**src/rtl/sinc_decim_pkg.sv**
```systemverilog
package sinc_decim_pkg;
  localparam int ORDER_W = 3;
  localparam logic [ORDER_W-1:0] FASTSINC_CODE = '0;

  // strobes issued by the control for the bit that was just accepted
  typedef struct packed {
    logic tick;   // decimation point: the difference stages run
    logic dump;   // this sinc output closes an averaging window
    logic clear;  // outside the first window: drop the partial sum
  } decimStrobe_t;
endpackage

```
**src/rtl/sinc_decim_ctrl.sv**
```systemverilog
module sinc_decim_ctrl
  import sinc_decim_pkg::*;
#(
  parameter int MAX_FOSR  = 1024,
  parameter int MAX_IOSR  = 256,
  parameter int MAX_ORDER = 5
) (
  input  logic                        clk,
  input  logic                        rstN,
  input  logic                        enable,
  input  logic                        bitValid,
  input  logic [ORDER_W-1:0]          orderSel,
  input  logic [$clog2(MAX_FOSR)-1:0] fosrM1,
  input  logic [$clog2(MAX_IOSR)-1:0] iosrM1,
  input  logic                        fastMode,
  output decimStrobe_t                strobe
);
  localparam int REM_W = $clog2(MAX_FOSR * (MAX_IOSR + MAX_ORDER) + MAX_ORDER + 1);
  localparam int MOD_STEPS = 1 << ORDER_W;

  logic [REM_W-1:0] fVal, iVal, pVal, fiVal, firstLat, base, rMod, initPhase;
  logic [REM_W-1:0] phase, phaseNext, rem, remNext;

  always_comb begin
    fVal  = REM_W'(fosrM1) + REM_W'(1);
    iVal  = REM_W'(iosrM1) + REM_W'(1);
    pVal  = REM_W'(orderSel);
    fiVal = fVal * iVal;
    if (fastMode) begin
      firstLat = fiVal;
      base     = '0;
    end else if (orderSel == FASTSINC_CODE) begin
      firstLat = fVal * (iVal + REM_W'(3)) + REM_W'(2);
      base     = REM_W'(2);
    end else begin
      firstLat = fVal * (iVal + pVal - REM_W'(1)) + pVal;
      base     = pVal;
    end
    // base is tiny, so a few conditional subtractions give base mod FOSR
    rMod = base;
    for (int k = 0; k < MOD_STEPS; k++) begin
      if (rMod >= fVal) rMod = rMod - fVal;
    end
    // start the phase so that decimation points land on the result bits
    initPhase = (rMod == '0) ? '0 : fVal - rMod;
    phaseNext = (phase == fVal - REM_W'(1)) ? '0 : phase + REM_W'(1);
    remNext   = rem - REM_W'(1);
  end

  always_ff @(posedge clk) begin
    if (!rstN || !enable) begin
      phase  <= initPhase;
      rem    <= firstLat;
      strobe <= '0;
    end else begin
      strobe <= '0;
      if (bitValid) begin
        phase        <= phaseNext;
        strobe.tick  <= (phaseNext == '0);
        strobe.dump  <= (remNext == '0);
        strobe.clear <= (remNext >= fiVal);
        rem          <= (remNext == '0) ? fiVal : remNext;
      end
    end
  end
endmodule

```
**src/rtl/sinc_decim_datapath.sv**
```systemverilog
module sinc_decim_datapath
  import sinc_decim_pkg::*;
#(
  parameter int DATA_W    = 32,
  parameter int MAX_ORDER = 5
) (
  input  logic               clk,
  input  logic               rstN,
  input  logic               enable,
  input  logic               bitValid,
  input  logic               bitIn,
  input  logic [ORDER_W-1:0] orderSel,
  input  decimStrobe_t       strobe,
  output logic               resValid,
  output logic [DATA_W-1:0]  resData
);
  logic signed [DATA_W-1:0] stepVal, integSel, sincOut, acc;
  logic signed [DATA_W-1:0] integ   [MAX_ORDER];
  logic signed [DATA_W-1:0] dly     [MAX_ORDER];
  logic signed [DATA_W-1:0] combOut [MAX_ORDER];
  int lastIdx;

  assign stepVal = bitIn ? DATA_W'(1) : '1;

  // running sums at the bit rate, wraparound arithmetic
  always_ff @(posedge clk) begin
    if (!rstN || !enable) begin
      for (int k = 0; k < MAX_ORDER; k++) integ[k] <= '0;
    end else if (bitValid) begin
      integ[0] <= integ[0] + stepVal;
      for (int k = 1; k < MAX_ORDER; k++) integ[k] <= integ[k] + integ[k-1];
    end
  end

  always_comb begin
    if (orderSel == FASTSINC_CODE) lastIdx = 1;
    else if (int'(orderSel) > MAX_ORDER) lastIdx = MAX_ORDER - 1;
    else lastIdx = int'(orderSel) - 1;
    integSel = integ[lastIdx];
  end

  // difference stages evaluated at the decimated rate
  for (genvar k = 0; k < MAX_ORDER; k++) begin : gComb
    if (k == 0) begin : gFirst
      assign combOut[k] = integSel - dly[k];
    end else begin : gNext
      assign combOut[k] = combOut[k-1] - dly[k];
    end
  end

  assign sincOut = (orderSel == FASTSINC_CODE) ? (combOut[1] <<< 1) : combOut[lastIdx];

  always_ff @(posedge clk) begin
    if (!rstN || !enable) begin
      for (int k = 0; k < MAX_ORDER; k++) dly[k] <= '0;
      acc      <= '0;
      resValid <= 1'b0;
    end else begin
      resValid <= 1'b0;
      if (strobe.tick) begin
        dly[0] <= integSel;
        for (int k = 1; k < MAX_ORDER; k++) dly[k] <= combOut[k-1];
        if (strobe.dump) begin
          resValid <= 1'b1;
          acc      <= '0;
        end else if (strobe.clear) begin
          acc <= '0;
        end else begin
          acc <= acc + sincOut;
        end
      end
    end
  end

  always_ff @(posedge clk) begin
    if (!rstN) resData <= '0;
    else if (enable && strobe.tick && strobe.dump) resData <= acc + sincOut;
  end
endmodule

```
**src/rtl/sinc_decim.sv**
```systemverilog
module sinc_decim
  import sinc_decim_pkg::*;
#(
  parameter int MAX_FOSR  = 1024,
  parameter int MAX_IOSR  = 256,
  parameter int MAX_ORDER = 5,
  parameter int DATA_W    = 32
) (
  input  logic                        clk,
  input  logic                        rstN,
  input  logic                        enable,
  input  logic                        bitValid,
  input  logic                        bitIn,
  input  logic [ORDER_W-1:0]          orderSel,
  input  logic [$clog2(MAX_FOSR)-1:0] fosrM1,
  input  logic [$clog2(MAX_IOSR)-1:0] iosrM1,
  input  logic                        fastMode,
  output logic                        resValid,
  output logic [DATA_W-1:0]           resData
);
  decimStrobe_t strobe;

  sinc_decim_ctrl #(
    .MAX_FOSR(MAX_FOSR), .MAX_IOSR(MAX_IOSR), .MAX_ORDER(MAX_ORDER)
  ) uCtrl (
    .clk(clk), .rstN(rstN), .enable(enable), .bitValid(bitValid),
    .orderSel(orderSel), .fosrM1(fosrM1), .iosrM1(iosrM1),
    .fastMode(fastMode), .strobe(strobe)
  );

  sinc_decim_datapath #(
    .DATA_W(DATA_W), .MAX_ORDER(MAX_ORDER)
  ) uData (
    .clk(clk), .rstN(rstN), .enable(enable), .bitValid(bitValid),
    .bitIn(bitIn), .orderSel(orderSel), .strobe(strobe),
    .resValid(resValid), .resData(resData)
  );
endmodule

```
**config.mk**
```make
export PLATFORM = sky130hd
export DESIGN_NAME = sinc_decim
export DESIGN_NICKNAME = d
export VERILOG_FILES = /design/src/rtl/sinc_decim_pkg.sv /design/src/rtl/sinc_decim_ctrl.sv /design/src/rtl/sinc_decim_datapath.sv /design/src/rtl/sinc_decim.sv
export SDC_FILE = /design/constraint.sdc
export NUM_CORES = 2
export LEC_CHECK = 0
export BUFFER_PORTS_ARGS = -buffer_cell sky130_fd_sc_hd__buf_2
export CORE_AREA = 2 2 203 405
export DETAILED_ROUTE_END_ITERATION = 8
export DIE_AREA = 0 0 205 407
export PLACE_DENSITY_LB_ADDON = 0.1
export REMOVE_ABC_BUFFERS = 1
export SYNTH_ARGS = -nofsm -noshare
export SYNTH_HDL_FRONTEND = slang
export SYNTH_SLANG_ARGS = --single-unit
```
**constraint.sdc**
```tcl
create_clock -name clk -period 39.1 [get_ports clk]
set_input_delay 1.955 -clock clk [delete_from_list [all_inputs] [get_ports clk]]
set_output_delay 1.955 -clock clk [all_outputs]
set_load 0.02 [all_outputs]
```
==> key figures <==
Status
  • Status: completed

Cells and area
  • Final-stage net count: 7093
  • Most frequent cells in the layout: inv_1 (774), nor2_1 (644), nand2_1 (600), ha_1 (589), a21oi_1 (370)
  • Final Util: 0.6840
  • Commonest non-fill, non-tap cell in the layout: inv_1
  • Area delta synth->final: 5.810%
  • Layout cells sized above 1: 0.04990

Floorplanning
  • Die Span Y: between 400 and 500 µm
  • IO Count: 60
  • Std cell rows: 147
  • Initial Util: 0.6464
  • Die width: approximately 210 µm
  • Core ar.: between 80000 and 90000 µm²
  • Die footprint: 83440 µm²

Drt
  • Total Wirelength: roughly 150 mm
  • Antenna-violating nets left: 0
  • Post-route DRC violation count: 0
  • Drt first-iter violations: approximately 2500
  • Vias post-DR: 45400
  • Wire per inst: 21.23 µm
  • Vias/cell: 6.219
  • TritonRoute pass-1 iters: 5

Setup path
  • Nature of the critical path startpoint: input port
  • Most common cell on crit path: a21o_1
  • Crit path DAT: 28580 ps
  • Max stage delay on crit path: 780 ps
  • Setup CP Type: input port to flip-flop
  • Crit path max-delay cell type: nor2_1
  • Critical path fanouts, max: 35
  • Required time worst endpoint: 39410 ps
  • Critical Path End Type: flip-flop

Global routing
  • First-pass GRT wire length: 242.1 mm
  • Antenna violations before repair: 6
  • Largest net degree at the start of global routing: 87
  • Congestion Overflow GR: 0
  • Vias in the first global route: 47880
  • GRT Overall Usage: 0.3746

STA
  • Tcrit/Tclk final: 0.7229
  • Final hold slack: around 460 ps
  • Final Hold Viols: 0
  • Setup TNS: 0 ps
  • Fin crit period: 28270 ps
  • Slew headroom: 0.1377
  • Max Freq: about 35 MHz
  • Fin Clk Skew: about 38 ps
  • Setup violations, final: 0
  • RSZ-0062 raised after global routing: false
  • Max-slew violations: 0
  • Slew @ Worst Pin: between 1000 and 1500 ps

Synth
  • Async S/R FF share, synth: 0
  • Synthesized cell area: 51840 µm²
  • Post-synth EDFFs: 358
  • Synthesis-stage register bit count: 426
  • Yosys cell types: 104
  • Synth Instances: 6252
  • Synth top area share: 0.2074
  • Synth warnings: 0
  • Dominant cell type by area after synthesis: edfxtp_1
  • Largest cells by area after synthesis: edfxtp_1 (21%), ha_1 (14%), fa_1 (10%)
  • Synthesized area per cell: 8.291 µm²
  • Sequential element share of the synthesized area: 0.2337
  • Dominant synthesized flop cell: edfxtp_1

Placed design
  • GP Congestion: between 1 and 1.5
  • IO buf count: 59
  • Post-DP HPWL: between 100 and 150 mm

Clock tree
  • Sink Count: around 430
  • Htree depth: 2
  • TritonCTS clock tree: yes
  • Clock Latency Late Sink: 630 ps
  • Clock root buffer: clkbuf_16
  • Num CTS Buffers: 43
  • Hold Buf Count CTS: 0
  • # Post-CTS Setup Buffers: 0
  • Clk pin slew, worst setup/hold paths: 70 ps
  • Max Root-Sink Buffers: 3
  • # resized after CTS: 0

Min path
  • Worst hold path type: flip-flop to flip-flop

Run
  • Max Cap Violations: 0
## cells in the mapped netlist (16+ instances only)
| library cell | number |
|---|---|
| a211oi_1 | 35 |
| a21boi_0 | 86 |
| a21o_1 | 67 |
| a21oi_1 | 371 |
| a221oi_1 | 46 |
| a22o_1 | 28 |
| a22oi_1 | 16 |
| a31oi_1 | 40 |
| and2_1 | 189 |
| and3_1 | 50 |
| buf_1 | 18 |
| clkbuf_1 | 174 |
| dfxtp_1 | 68 |
| edfxtp_1 | 358 |
| fa_1 | 260 |
| ha_1 | 589 |
| inv_1 | 775 |
| mux2_2 | 26 |
| nand2_1 | 602 |
| nand2b_1 | 79 |
| nand3_1 | 131 |
| nand4_1 | 31 |
| nor2_1 | 648 |
| nor2b_1 | 45 |
| nor3_1 | 181 |
| nor4_1 | 18 |
| o211ai_1 | 36 |
| o21a_1 | 27 |
| o21ai_0 | 306 |
| o21bai_1 | 82 |
| o221ai_1 | 27 |
| o22ai_1 | 27 |
| or2_2 | 20 |
| or3_1 | 37 |
| xnor2_1 | 354 |
| xor2_1 | 148 |
## layout make-up
class                   count  area, µm²
multi-input cells        4838      36170
fillers                  6818      25340
flip-flops and latches    426      12110
inverters                 782       2940
well taps                1043       1305
clock buffers              59       1221
repair buffers            126      798.3
clock inverters            21      292.8
diodes                      5      12.51
## worst max-delay path: cells and delay by family
kind	cells	cell delay (ps)
xor gates and xnor gates	2	350
and+or+nand+nor	31	7310
muxes	7	2920
AOI/OAI and AO/OA	50	10740
buffers and inverters	6	1290
adders and majority gates	11	3880
## per-stage QoR
stage | cell area (µm²) | cells | setup WS [ps]
floorplan | 51030 | 6046 | 11490
global placement | 53320 | 7215 | 10950
detailed placement | 53320 | 7215 | 10610
CTS | 54840 | 7295 | 11200
global route | 54850 | 7299 | 8708
finish | 54850 | 7300 | 10830
## registers in the layout, summed over array words and instances, names as in the netlist
name,count
uCtrl.phase,19
uCtrl.rem,19
uCtrl.strobe,3
uData.acc,32
uData.dly,160
uData.integ,160
uData.resData,32
uData.resValid,1
## routing by layer
layer  up-vias  GRT usage  part of all wire
met2      1513     0.7094              0.52
li1      21440          -                 -
met1     21620     0.3189              0.31
met5         -          0           0.00017
met3       822    0.04586             0.043
met4         4     0.3952              0.13
## cell families after synthesis
logic type	Yosys count	share of synthesized area
xor gates and xnor gates	502	0.08482
DFF	426	0.2337
adders and majority gates	851	0.2430
muxes	39	0.008255
and+or+nand+nor	2081	0.1860
AOI/OAI and AO/OA	1365	0.1721
buffers and inverters	988	0.07222
## final timing paths
check | start | to | slack, ps | cells after the start
setup reg to reg | uData.integ[2][1]$_SDFFCE_PN0P_ | uData.acc[31]$_SDFFE_PN0P_ | 25410 | 57
hold reg to reg | uData.resData[7]$_SDFFE_PN0P_ | uData.resData[7]$_SDFFE_PN0P_ | 460 | 2
setup / recovery | fosrM1[0] | uCtrl.phase[11]$_DFFE_PP_ | 10830 | 107
hold / removal | uData.resData[7]$_SDFFE_PN0P_ | uData.resData[7]$_SDFFE_PN0P_ | 460 | 2
Power is left out: the tool's default activity adds up to more than one toggle a clock period on the data nets, which glitch-free logic cannot reach.
